`config.mk`:
```
export PLATFORM = sky130hd
export DESIGN_NAME = frame_sync_detector
export DESIGN_NICKNAME = d
export VERILOG_FILES = /design/src/rtl/fsd_pkg.sv /design/src/rtl/fsd_pattern_match.sv /design/src/rtl/fsd_hunt_timer.sv /design/src/rtl/fsd_lock_fsm.sv /design/src/rtl/frame_sync_detector.sv
export SDC_FILE = /design/constraint.sdc
export NUM_CORES = 1
export LEC_CHECK = 0
export BUFFER_PORTS_ARGS = -buffer_cell sky130_fd_sc_hd__buf_2
export CAP_MARGIN = 0
export CELL_PAD_IN_SITES_DETAIL_PLACEMENT = 0
export CELL_PAD_IN_SITES_GLOBAL_PLACEMENT = 2
export CORE_UTILIZATION = 25
export DETAILED_ROUTE_END_ITERATION = 6
export GPL_ROUTABILITY_DRIVEN = 0
export HOLD_SLACK_MARGIN = 0.1
export PLACE_DENSITY_LB_ADDON = 0.1
export SLEW_MARGIN = 40
export SYNTH_ARGS = -nofsm -noshare
export SYNTH_HDL_FRONTEND = slang
export SYNTH_SLANG_ARGS = --single-unit
export TNS_END_PERCENT = 50
```
`constraint.sdc`:
```
create_clock -name clk -period 4.95 [get_ports clk]
set_input_delay 0.495 -clock clk [delete_from_list [all_inputs] [get_ports clk]]
set_output_delay 0.495 -clock clk [all_outputs]
set_load 0.02 [all_outputs]
```
`src/rtl/fsd_pkg.sv`:
```
package fsd_pkg;

  typedef enum logic [1:0] {
    ST_HUNT  = 2'd0,
    ST_CHECK = 2'd1,
    ST_LOCK  = 2'd2
  } fsd_state_e;

  localparam logic [1:0] MODE_ALT   = 2'b00;
  localparam logic [1:0] MODE_FREE  = 2'b01;
  localparam logic [1:0] MODE_BYTE  = 2'b10;
  localparam logic [1:0] MODE_PULSE = 2'b11;

  // confirmations still needed after a candidate
  function automatic logic [1:0] verify_frames(input logic crc, input logic free);
    if (crc) return free ? 2'd1 : 2'd0;
    else     return free ? 2'd2 : 2'd1;
  endfunction

endpackage

```
`src/rtl/fsd_pattern_match.sv`:
```
module fsd_pattern_match
  import fsd_pkg::*;
#(
  parameter int ONES = 12,
  localparam int W    = ONES + 3,
  localparam int LAGW = $clog2(W),
  localparam int FW   = $clog2(W)
) (
  input  logic            clk,
  input  logic            rst_n,
  input  logic            bit_valid,
  input  logic            bit_data,
  input  logic            sync_in,
  input  logic [1:0]      mode,
  input  logic            use_alt,
  output logic            hit,
  output logic [LAGW-1:0] lag
);

  localparam int LAG_A = ONES + 2;
  localparam int LAG_B = ONES + 1;
  localparam int LAG_C = ONES + 1;
  localparam logic [2:0] PH_C = 3'(LAG_C % 8);

  logic [W-2:0] hist_q;
  logic [W-1:0] win;
  logic [FW-1:0] fill_q;
  logic [2:0]   phase_q, cur_ph;
  logic         sync_d, pend_q, edge_now, mark;
  logic         pat_a, pat_b, pat_c;

  assign win      = {hist_q, bit_data};
  assign edge_now = sync_in & ~sync_d;
  assign mark     = bit_valid & (edge_now | pend_q);
  assign cur_ph   = mark ? 3'd0 : phase_q;

  assign pat_a = (&win[W-1:3]) & win[1] & ~win[0] & (fill_q >= FW'(W-1));
  assign pat_b = ~win[W-1] & (&win[W-2:2]) & win[0] & (fill_q >= FW'(W-1));
  assign pat_c = (&win[W-2:2]) & win[0] & (fill_q >= FW'(W-2)) & (cur_ph == PH_C);

  always_comb begin
    hit = 1'b0;
    lag = '0;
    unique case (mode)
      MODE_PULSE: begin hit = mark;              lag = '0;            end
      MODE_BYTE:  begin hit = bit_valid & pat_c; lag = LAGW'(LAG_C);  end
      MODE_FREE:  begin hit = bit_valid & pat_a; lag = LAGW'(LAG_A);  end
      default: begin
        if (use_alt) begin hit = bit_valid & pat_b; lag = LAGW'(LAG_B); end
        else         begin hit = bit_valid & pat_a; lag = LAGW'(LAG_A); end
      end
    endcase
  end

  always_ff @(posedge clk or negedge rst_n) begin
    if (!rst_n) begin
      hist_q  <= '0;
      fill_q  <= '0;
      phase_q <= '0;
      sync_d  <= 1'b0;
      pend_q  <= 1'b0;
    end else begin
      sync_d <= sync_in;
      if (bit_valid) begin
        hist_q  <= win[W-2:0];
        phase_q <= cur_ph + 3'd1;
        pend_q  <= 1'b0;
        if (fill_q != FW'(W-1)) fill_q <= fill_q + FW'(1);
      end else if (edge_now) begin
        pend_q <= 1'b1;
      end
    end
  end

  // idle cycles leave the search history untouched
  a_r10_idle_freeze: assert property (@(posedge clk) disable iff (!rst_n)
    !bit_valid |=> ($stable(hist_q) && $stable(fill_q) && $stable(phase_q)));

  // a word match never fires before the history holds enough bits
  a_r12_fill_gate: assert property (@(posedge clk) disable iff (!rst_n)
    (hit && mode != MODE_PULSE) |-> fill_q >= FW'(W-2));

endmodule

```
`src/rtl/fsd_hunt_timer.sv`:
```
module fsd_hunt_timer #(
  parameter int TIMEOUT_TICKS = 3500,
  localparam int TW = (TIMEOUT_TICKS > 1) ? $clog2(TIMEOUT_TICKS) : 1
) (
  input  logic clk,
  input  logic rst_n,
  input  logic tick,
  input  logic hunting,
  input  logic alt_mode,
  output logic use_alt
);

  localparam logic [TW-1:0] LOAD = TW'(TIMEOUT_TICKS - 1);

  logic [TW-1:0] left_q;

  always_ff @(posedge clk or negedge rst_n) begin
    if (!rst_n) begin
      left_q  <= LOAD;
      use_alt <= 1'b0;
    end else if (!alt_mode) begin
      left_q  <= LOAD;
      use_alt <= 1'b0;
    end else if (!hunting) begin
      left_q <= LOAD;
    end else if (tick) begin
      if (left_q == '0) begin
        left_q  <= LOAD;
        use_alt <= ~use_alt;
      end else begin
        left_q <= left_q - TW'(1);
      end
    end
  end

  // the word choice only flips on a tick while searching
  a_r5_flip_on_tick: assert property (@(posedge clk) disable iff (!rst_n)
    ($past(alt_mode) && use_alt != $past(use_alt)) |-> $past(tick && hunting));

endmodule

```
`src/rtl/fsd_lock_fsm.sv`:
```
module fsd_lock_fsm
  import fsd_pkg::*;
#(
  parameter int FLW  = 16,
  parameter int LAGW = 4
) (
  input  logic            clk,
  input  logic            rst_n,
  input  logic            bit_valid,
  input  logic            hit,
  input  logic [LAGW-1:0] lag,
  input  logic            crc_on,
  input  logic            free_fmt,
  input  logic [FLW-1:0]  frame_len,
  input  logic            mode_flip,
  output fsd_state_e      state,
  output logic            frame_start,
  output logic [LAGW-1:0] start_lag
);

  localparam int CW = FLW + 1;

  fsd_state_e    st_q, st_n;
  logic [CW-1:0] cnt_q, cnt_n, exp_idx, restart;
  logic [1:0]    vneed, vleft_q, vleft_n;
  logic          fire;

  assign vneed   = verify_frames(crc_on, free_fmt);
  assign exp_idx = CW'(frame_len) + CW'(lag);
  assign restart = CW'(lag) + CW'(1);

  always_comb begin
    st_n    = st_q;
    cnt_n   = cnt_q;
    vleft_n = vleft_q;
    fire    = 1'b0;
    if (mode_flip) begin
      st_n = ST_HUNT;
    end else if (bit_valid) begin
      unique case (st_q)
        ST_HUNT: begin
          if (hit) begin
            cnt_n = restart;
            if (vneed == 2'd0) begin
              st_n = ST_LOCK;
              fire = 1'b1;
            end else begin
              st_n    = ST_CHECK;
              vleft_n = vneed;
            end
          end
        end
        default: begin
          if (cnt_q >= exp_idx) begin
            if (hit && cnt_q == exp_idx) begin
              cnt_n = restart;
              if (st_q == ST_LOCK) begin
                fire = 1'b1;
              end else if (vleft_q == 2'd1) begin
                st_n = ST_LOCK;
                fire = 1'b1;
              end else begin
                vleft_n = vleft_q - 2'd1;
              end
            end else begin
              st_n = ST_HUNT;
            end
          end else begin
            cnt_n = cnt_q + CW'(1);
          end
        end
      endcase
    end
  end

  always_ff @(posedge clk or negedge rst_n) begin
    if (!rst_n) begin
      st_q        <= ST_HUNT;
      cnt_q       <= '0;
      vleft_q     <= '0;
      frame_start <= 1'b0;
      start_lag   <= '0;
    end else begin
      st_q        <= st_n;
      cnt_q       <= cnt_n;
      vleft_q     <= vleft_n;
      frame_start <= fire;
      if (fire) start_lag <= lag;
    end
  end

  assign state = st_q;

  // lock straight from search only when no confirmation is required
  a_r6_direct_lock: assert property (@(posedge clk) disable iff (!rst_n)
    (st_q == ST_LOCK && $past(st_q) == ST_HUNT) |-> $past(vneed) == 2'd0);

  // a start strobe always follows a consumed bit and comes with lock
  a_r9_strobe_valid: assert property (@(posedge clk) disable iff (!rst_n)
    frame_start |-> ($past(bit_valid) && st_q == ST_LOCK));

endmodule

```
`src/rtl/frame_sync_detector.sv`:
```
module frame_sync_detector
  import fsd_pkg::*;
#(
  parameter int FLW           = 16,
  parameter int ONES          = 12,
  parameter int TIMEOUT_TICKS = 3500,
  localparam int LAGW         = $clog2(ONES + 3)
) (
  input  logic            clk,
  input  logic            rst_n,
  input  logic            bit_valid,
  input  logic            bit_data,
  input  logic            sync_in,
  input  logic [1:0]      sync_mode,
  input  logic            crc_on,
  input  logic            free_fmt,
  input  logic [FLW-1:0]  frame_len,
  input  logic            tick,
  output logic            frame_start,
  output logic [LAGW-1:0] start_lag,
  output logic            locked,
  output logic            mute
);

  logic            hit, use_alt, mode_flip;
  logic [LAGW-1:0] lag;
  logic [1:0]      mode_q;
  fsd_state_e      state;

  always_ff @(posedge clk or negedge rst_n) begin
    if (!rst_n) mode_q <= MODE_BYTE;
    else        mode_q <= sync_mode;
  end

  assign mode_flip = (sync_mode != mode_q);

  fsd_pattern_match #(.ONES(ONES)) u_match (
    .clk      (clk),
    .rst_n    (rst_n),
    .bit_valid(bit_valid),
    .bit_data (bit_data),
    .sync_in  (sync_in),
    .mode     (sync_mode),
    .use_alt  (use_alt),
    .hit      (hit),
    .lag      (lag)
  );

  fsd_hunt_timer #(.TIMEOUT_TICKS(TIMEOUT_TICKS)) u_timer (
    .clk     (clk),
    .rst_n   (rst_n),
    .tick    (tick),
    .hunting (state == ST_HUNT),
    .alt_mode(sync_mode == MODE_ALT),
    .use_alt (use_alt)
  );

  fsd_lock_fsm #(.FLW(FLW), .LAGW(LAGW)) u_fsm (
    .clk        (clk),
    .rst_n      (rst_n),
    .bit_valid  (bit_valid),
    .hit        (hit),
    .lag        (lag),
    .crc_on     (crc_on),
    .free_fmt   (free_fmt),
    .frame_len  (frame_len),
    .mode_flip  (mode_flip),
    .state      (state),
    .frame_start(frame_start),
    .start_lag  (start_lag)
  );

  assign locked = (state == ST_LOCK);
  assign mute   = ~locked;

  // a new search mode always costs the lock
  a_r11_mode_drop: assert property (@(posedge clk) disable iff (!rst_n)
    (sync_mode != $past(sync_mode)) |=> !locked);

endmodule

```
* Word-level counts from Yosys, hierarchy flattened *
Cells that the tools add are included.

cells by class
  $add $sub $neg = 7
  magnitude comparators = 3
  equality and inequality tests = 21
  mux-type cells = 47
  bitwise logic cells = 21
  reduce and logical (&&, ||, !) cells = 17

operator list
  kind                                                                   count
  17-bit two-way mux                                                     4
  12-bit two-way mux                                                     4
  2-bit two-way mux                                                      19
  12-bit AND reduction                                                   2
  16-bit by 4-bit adder with 17-bit output                               1
  17-bit by 1-bit adder with 17-bit output (second input constant)       1
  17-bit equality test                                                   1
  17-bit greater-or-equal comparator                                     1
  1-bit two-way mux                                                      17
  1-bit AND                                                              14
  12-bit zero test                                                       1
  4-bit != test (second input constant)                                  3
  4-bit one-hot mux with 3 select lines                                  1
  12-bit by 1-bit subtractor with 12-bit output (second input constant)  1
  4-bit greater-or-equal comparator (second input constant)              2
  2-bit != test (second input constant)                                  4
  8-bit AND reduction                                                    1
  2-bit nonzero test                                                     4
  2-bit equality test (second input constant)                            3
  2-bit zero test                                                        3
  2-bit by 1-bit != test with 1-bit output (second input constant)       3
  3-bit != test (second input constant)                                  2
  1-bit NOT                                                              6
  4-bit by 1-bit adder with 5-bit output (second input constant)         1
  other kinds (16)                                                       17

storage, ports and cells
  flip-flop bits (word level) = 64
  input port bits = 26
  output and inout bits = 7
  logic and storage cells = 129

* Longest topological paths before layout *
Gate-level depths: netlist (run 1).

  word-level depth = 15
  gate-level depth with buffers = 22
  mapped depth without buffers = 18

* Modules after synthesis *
From an unflattened synthesis (run 1), not the netlist that was laid out.

unflattened totals
  cells, all modules = 436
  area total of the unflattened synthesis = 4,237.8 µm²

modules (own cells, without submodules)
  module               times used  cells an instance  area an instance (µm²)  sequential area each (µm²)
  fsd_lock_fsm         1           255                2,293.4                 650.6
  fsd_pattern_match    1           100                1,152.4                 575.6
  fsd_hunt_timer       1           72                 694.4                   335.3
  frame_sync_detector  1           9                  97.6                    51.3

* Worst setup path before layout (run 1) *
No wires, ideal clock.

  path type = input port to flip-flop
  start = input sync_mode[1]
  end = register u_fsm.cnt_q[10]
  library setup time = 0.126 ns
  arrival time = 4.156 ns
  data required time = 4.824 ns
  path slack = 0.668 ns
  stages = 22
  buffers on the path = 4
  cells stage by stage = buf_2 -> nor2_1 -> nor2_1 -> ha_1 -> inv_1 -> fa_1 -> nor2b_1 -> o21ai_0 -> nand2b_1 -> clkbuf_1 -> nand3_1 -> xor2_1 -> ha_1 -> nand4_1 -> nor4_1 -> a211o_1 -> a21oi_1 -> a211oi_2 -> or2_1 -> buf_6 -> buf_6 -> a221o_1

on the way
  cells in the longest elaborated chain, start to end = 7
  elaborated cells between the ends (all ways) = 16
  classes of those cells = 1 x add/sub; 1 x order compare; 7 x eq/ne; 4 x mux; 1 x bitwise; 2 x reduce/logical

RTL lines
  item                                                                                          RTL line                   RTL
  from (decl)                                                                                   frame_sync_detector.sv:14  input logic [1:0] sync_mode,
  2-bit by 1-bit equality test with 1-bit output / 2-bit equality test (equally long branches)  fsd_pattern_match.sv:44    unique case (mode)
  4-bit one-hot mux with 3 select lines (*)                                                     fsd_pattern_match.sv:44
  named net lag[0]                                                                              frame_sync_detector.sv:26  logic [LAGW-1:0] lag;
  16-bit by 4-bit adder with 17-bit output (*)                                                  fsd_lock_fsm.sv:29         assign exp_idx = CW'(frame_len) + CW'(lag);
  branches (longest 4 deep; another with 17-bit greater-or-equal comparator)                    -
  to (signal assigned)                                                                          fsd_lock_fsm.sv:85         cnt_q <= cnt_n;
  to (decl)                                                                                     fsd_lock_fsm.sv:24         logic [CW-1:0] cnt_q, cnt_n, exp_idx, restart;

Mark *: on every way through the listed nets, which the timed path passes.
A chain may end at the register's enable or synchronous reset.

* Final worst setup path (run 1) *
  start = register u_timer.use_alt
  end = register u_fsm.cnt_q[1]

on the way
  cells in the longest elaborated chain, start to end = 7
  elaborated cells between the ends (all ways) = 16
  classes of those cells = 2 x add/sub; 1 x order compare; 3 x eq/ne; 8 x mux; 2 x reduce/logical

RTL lines
  item                                                                              RTL line                   RTL
  from (decl)                                                                       fsd_hunt_timer.sv:10       output logic use_alt
  from (signal assigned)                                                            fsd_hunt_timer.sv:29       use_alt <= ~use_alt;
  2-bit two-way mux (*)                                                             fsd_pattern_match.sv:49    if (use_alt) begin hit = bit_valid & pat_b; lag = LAGW'(LAG_B); end
  4-bit one-hot mux with 3 select lines (*)                                         fsd_pattern_match.sv:44
  named net lag[0]                                                                  frame_sync_detector.sv:26
  branches (longest 5 deep; another with 16-bit by 4-bit adder with 17-bit output)  -

Mark *: on every way through the listed nets, which the timed path passes. The select of a mux whose other input is x is not followed.

==> results of run 1 <==
[per-stage QoR]
stage	hold WS (ns)	cell area (sq um)
2_1_floorplan	0.199	4130
3_3_place_gp	0.488	4570
3_5_place_dp	0.491	4580
4_1_cts	0.263	4920
5_1_grt	0.267	4920
6_report	0.241	4920
[layer usage]
metal  vias to the layer above  global-route usage (%)
met5                         -                       0
met4                         0                    4.60
li1                       1663                       -
met2                        47                    20.7
met1                      1536                    19.7
met3                        11                    3.38
[area by class of cell]
class / instances / area (sq um) / share of cell area (%)
Timing Repair Buffer: 43 / 246 / 5.01
Sequential cell: 63 / 1590 / 32.3
Tap cell: 216 / 270 / 5.49
Multi-Input combinational cell: 334 / 2400 / 48.7
Clock buffer: 13 / 270 / 5.49
Clock inverter: 3 / 65.1 / 1.32
Inverter: 22 / 82.6 / 1.68
[worst register-to-register path, cell delays in order (launching register included)]
cell	delay, ns
dfrtp_1	0.45
nor2_1	0.06
nor2_1	0.23
ha_1	0.23
inv_1	0.06
fa_1	0.39
nor2b_1	0.12
o21ai_0	0.08
nand2b_1	0.26
nand3_1	0.13
xor2_1	0.16
ha_1	0.31
nand4_1	0.17
nor4_1	0.39
a211o_1	0.20
a21oi_1	0.08
a211oi_2	0.24
or2_1	0.54
o21ai_0	0.22
[power by group]
| group | switching, uW | total (uW) | internal [uW] |
|---|---|---|---|
| registers | 102 | 720 | 618 |
| logic | 195 | 369 | 174 |
| clock network | 237 | 719 | 482 |
| total | 534 | 1810 | 1270 |
[cells in the mapped netlist (5+ instances only)]
cell type / number
nand2_1: 36
xor2_1: 12
dfstp_2: 9
or4_1: 6
nor2_1: 33
dfrtp_1: 54
nor4_1: 9
xnor2_1: 16
nor3_1: 8
or3_1: 5
a21oi_1: 22
nand3_1: 19
clkbuf_1: 5
inv_1: 22
ha_1: 35
or2_2: 6
o21ai_0: 10
nor2b_1: 6
mux2_2: 19
and3_1: 15
a221o_1: 11
nand4_1: 14
[cells in the final DEF, fill, tap and decap left out, types with 11 or more instances in the layout]
cell,count
ha_1,35
xnor2_1,16
dfrtp_1,54
and3_1,15
nor2_1,31
nand3_1,19
nand2_1,36
a221o_1,11
buf_2,32
mux2_2,19
nand4_1,14
xor2_1,12
a21oi_1,22
inv_1,22
[sequential cells by signal (all words and copies together) (netlist names), 2 cells and up]
signal           flops
u_match.phase_q      3
u_fsm.state          2
u_timer.left_q      12
u_fsm.vleft_q        2
u_fsm.cnt_q         17
u_fsm.start_lag      3
u_match.fill_q       4
u_match.hist_q      14
mode_q               2
[worst paths after layout]
path | end | slack [ns] | startpoint
min in group clk | u_match.sync_d | 0.28 | sync_in
max in group asynchronous | u_match.pend_q | 4.23 | rst_n
hold reg to reg | u_timer.left_q[3] | 0.50 | u_timer.left_q[3]
setup / recovery | u_fsm.cnt_q[1] | 0.46 | u_timer.use_alt
hold / removal | u_fsm.cnt_q[15] | 0.24 | rst_n
setup reg to reg | u_fsm.cnt_q[1] | 0.46 | u_timer.use_alt
[kinds of logic after synthesis]
logic type                 Yosys count
buffers and inverters               35
muxes                               23
AOI/OAI and AO/OA                   72
DFF                                 63
adders and majority gates           36
xor gates and xnor gates            28
and+or+nand+nor                    175
[timing repair]
| action | CTS | global route |
|---|---|---|
| resized for setup | 0 | 1 |
| setup endpoints to repair | 0 | 10 |
| endpoints found under the hold margin | 0 | 0 |
==> flow_summary.yaml, run 1 <==
timing:
  skew_ns: 0.00666
  maxSlewHeadroom_pct: 56.0
  postLayoutSetupSlackWorst_ns: 0.464
  min_period_ns: 4.49
  setup_viol: 0
  min_period_over_period_pct: 90.6
  finalHoldViolCount: 0
  rsz0062_at_grt: "false"
  max_freq_ghz: 0.223
  worst_slew_pin_slew_ns: 0.660
  maxSlewViolCount: 0
  totalNegativeSetupSlack_ns: 0
detailed_routing:
  vias_per_cell: 4.69
  ant_nets: 0
  drtIter0Drc: 123
  wirelength_met1_mm: 5.66
  wl_met2_mm: 4.67
  route.detailed.drc: 0
  wl_mm: 10.8
  wl_met3_um: 341
  firstDrtPassIters: 5
  vias: 3257
  wl_per_cell_um: 15.6
  top_layer_used: "met4"
synth:
  synthMuxAreaShare_pct: 6.15
  yosys.area_share.simple_pct: 22.4
  synth_nets: 494
  avgSynthCellArea_sq_um: 9.57
  syn-cell-area_sq_um: 4130
  synth_ff_type: "dfrtp_1"
  synth_cells: 432
  synth_compound_area_share_pct: 12.3
  synth_edf_count: 0
  ys_ff_latch: 63
  synth_top_family_by_area: "simple AND/OR/NAND/NOR gates"
  ys_seq_area_share_pct: 38.4
  synth.area.top_cells: "dfrtp_1 (33%), ha_1 (11%), dfstp_2 (5.7%), mux2_2 (5.2%), xnor2_1 (3.4%)"
  netlist.top_cell.by_area: "dfrtp_1"
  synthArstFlopShare_pct: 100
  synthAdderAreaFrac_pct: 11.1
  yosys.area.top_type_share_pct: 32.7
  synthXorXnorAreaFrac_pct: 5.93
  ys_types: 53
  ys_warn_count: 0
critical_path:
  crit_slowest_cell: "or2_1"
  max_stage_delay_ns: 0.54
  required_ns: 5.12
  path_delay_family: "simple AND/OR/NAND/NOR gates"
  cp-end-kind: "flop"
  crit_path_start_kind: "flop"
  path_max_fanout: 15
  rr_worst_depth: 18
  path_depth: 18
  path_cells: "nor2_1 > nor2_1 > ha_1 > inv_1 > fa_1 > nor2b_1 > o21ai_0 > nand2b_1 > nand3_1 > xor2_1 > ha_1 > nand4_1 > nor4_1 > a211o_1 > a21oi_1 > a211oi_2 > or2_1 > o21ai_0"
  worstPathArrival_ns: 4.66
  critical_path_class: "flop to flop"
  crit_buf_inv: 1
global_routing:
  grt_first_pass_wirelength_mm: 18.0
  antenna_found_initial: 0
  grtUsageTotal_pct: 14.0
  grt_max_degree: 64
  grt_overflow: 0
  grt_pass1_vias: 3362
clock_tree:
  cts.sinks: 63
  cts_tree: "yes"
  cts_hold_buffers: 0
  htree_levels: 3
  cts_made_buffers: 9
  clk_latency_ns: 0.33
  post_cts_buffers: 0
  clock_path_buffers: 2
  path_clk_slew_ns: 0.06
  cts_root_buf: "clkbuf_16"
power_and_ir_drop:
  p_per_area_nw_per_um2: 367
  power_uw: 1810
  ir_drop_uv: 227
  p_leak_uw: 0.00220
hold_path:
  hold_class: "primary input to asynchronous set/reset pin"
placement:
  pre_cts_ws_ns: -0.0118
  io_buffers: 32
  placed_cells: 678
  hpwl_mm: 8.07
final_layout:
  instances_no_fill: 694
  nFillCells: 1716
  nNetsFinal: 535
  utilization_pct: 30.7
  syn_to_final_growth_pct: 19.0
  drive_above_1_share_pct: 21.5
  n_antenna_cell: 0
run_status:
  status: "finished, final reports clean"
die:
  ios: 33
  chipHeight_um: 131
  start_util_pct: 25.8
  fp-row-count: 46
  fp.dieW_um: 131
  core_sq_um: 16000
  die-area_sq_um: 17000
run:
  maxCapViolCount: 0
Power figures use the tool's default switching activity.
==> run 2: changes to the inputs <==
- REMOVE_ABC_BUFFERS: not set -> 1
==> flow_summary.yaml, run 2 (same netlist as run 1, synthesis figures left out) <==
detailed_routing:
  wl_per_cell_um: 15.3
  vias: 3292
  ant_nets: 0
  route.detailed.drc: 0
  vias_per_cell: 4.74
  firstDrtPassIters: 4
  wl_mm: 10.6
  drtIter0Drc: 158
clock_tree:
  clk_latency_ns: 0.33
  path_clk_slew_ns: 0.06
  clock_path_buffers: 2
  cts_hold_buffers: 0
  cts_resized: 0
  cts_root_buf: "clkbuf_16"
  post_cts_buffers: 0
  cts_made_buffers: 9
  htree_levels: 3
  cts_tree: "yes"
  cts.sinks: 63
global_routing:
  grtUsageTotal_pct: 13.5
  use_met3_pct: 2.93
  busiest_layer: "met2"
  antenna_found_initial: 0
  met1_usage_pct: 19.8
  grt_pass1_vias: 3300
  grt_max_degree: 64
  use_met2_pct: 20.3
  grt_first_pass_wirelength_mm: 17.6
  grt_overflow: 0
final_layout:
  largest_register_ffs: 17
  syn_to_final_growth_pct: 18.5
  top_regs: "u_fsm.cnt_q x17, u_match.hist_q x14, u_timer.left_q x12"
  layout_commonest_cell: "dfrtp_1"
  n_antenna_cell: 0
  regMostFlops: "u_fsm.cnt_q"
  nFillCells: 1717
  utilization_pct: 30.6
  final_cell_mix: "dfrtp_1 (54), nand2_1 (36), ha_1 (35)"
  multi_input_area_sq_um: 2400
  seqCellArea_sq_um: 1590
  fin_area_sq_um: 4900
  nNetsFinal: 536
  drive_above_1_share_pct: 21.9
power_and_ir_drop:
  p_leak_uw: 0.00219
  ir_drop_uv: 156
  p_per_area_nw_per_um2: 356
die:
  core_sq_um: 16000
  ios: 33
  fp.dieW_um: 131
  start_util_pct: 25.8
  fp-row-count: 46
  die-area_sq_um: 17000
  chipHeight_um: 131
critical_path:
  regToRegSetupSlack_ns: 0.36
  critical_path_class: "flop to flop"
  cp-end-kind: "flop"
  path_max_fanout: 15
  required_ns: 5.16
  rr_worst_depth: 18
  worstPathArrival_ns: 4.80
  crit_path_start_kind: "flop"
timing:
  worst_slew_pin_slew_ns: 0.718
  min_period_ns: 4.59
  min_period_over_period_pct: 92.7
  finalHoldViolCount: 0
  max_freq_ghz: 0.218
  rsz0062_at_grt: "false"
  setup_viol: 0
  maxSlewViolCount: 0
  maxSlewHeadroom_pct: 52.1
  totalNegativeSetupSlack_ns: 0
  skew_ns: 0.00519
run_status:
  status: "finished, final reports clean"
run:
  maxCapViolCount: 0
placement:
  dpl-instance-area_sq_um: 4590
  io_buffers: 32
  hpwl_mm: 7.96
hold_path:
  hold_class: "primary input to asynchronous set/reset pin"
-- run 2: stage by stage --
step | instances | total power [uW] | hold slack, ns | setup slack, ns
after floorplan | 419 | 964 | 0.199 | 0.901
after global placement | 679 | 1100 | 0.490 | -0.117
after detailed placement | 679 | 1100 | 0.494 | -0.0553
after CTS | 695 | 1780 | 0.275 | 0.0944
after global routing | 695 | 1870 | 0.273 | 0.00223
final | 695 | 1740 | 0.238 | 0.360
-- run 2: per-layer routing --
metal	vias up	wire (um)
met2	48	4560
met4	0	55
met5	-	0
li1	1659	-
met1	1580	5710
met3	5	301
-- run 2: power by group --
part	internal [uW]	total, uW	switching, uW
registers	617	720	103
logic	175	373	197
clock network	395	651	256
total	1190	1740	556
-- run 2: worst max-delay path: stages, from the launching register on --
cell and delay [ns]:
dfrtp_1 0.44, nor2_1 0.06, nor2_1 0.24, ha_1 0.24
inv_1 0.06, fa_1 0.39, nor2b_1 0.11, o21ai_0 0.09
nand2b_1 0.25, nand3_1 0.13, xor2_1 0.16, ha_1 0.31
nand4_1 0.16, nor4_1 0.09, a211o_1 0.27, a21oi_1 0.44
a211oi_2 0.10, or2_1 0.48, a221o_1 0.44
-- run 2: final timing paths --
kind,start,to
worst max-delay path,u_timer.use_alt,u_fsm.cnt_q[5]
worst min-delay path,rst_n,u_fsm.cnt_q[13]
worst max register to register,u_timer.use_alt,u_fsm.cnt_q[5]
worst min register to register,u_timer.left_q[3],u_timer.left_q[3]
max in group asynchronous,rst_n,u_fsm.cnt_q[3]
min in group clk,sync_in,u_match.sync_d
-- run 2: final cells by class --
| cell class | instances | share of cell area [%] |
|---|---|---|
| inverter | 22 | 1.69 |
| clock inverter | 7 | 1.64 |
| sequential | 63 | 32.4 |
| tap | 216 | 5.52 |
| timing repair buffer | 44 | 5.19 |
| multi-input combinational | 334 | 48.9 |
| clock buffer | 9 | 4.60 |
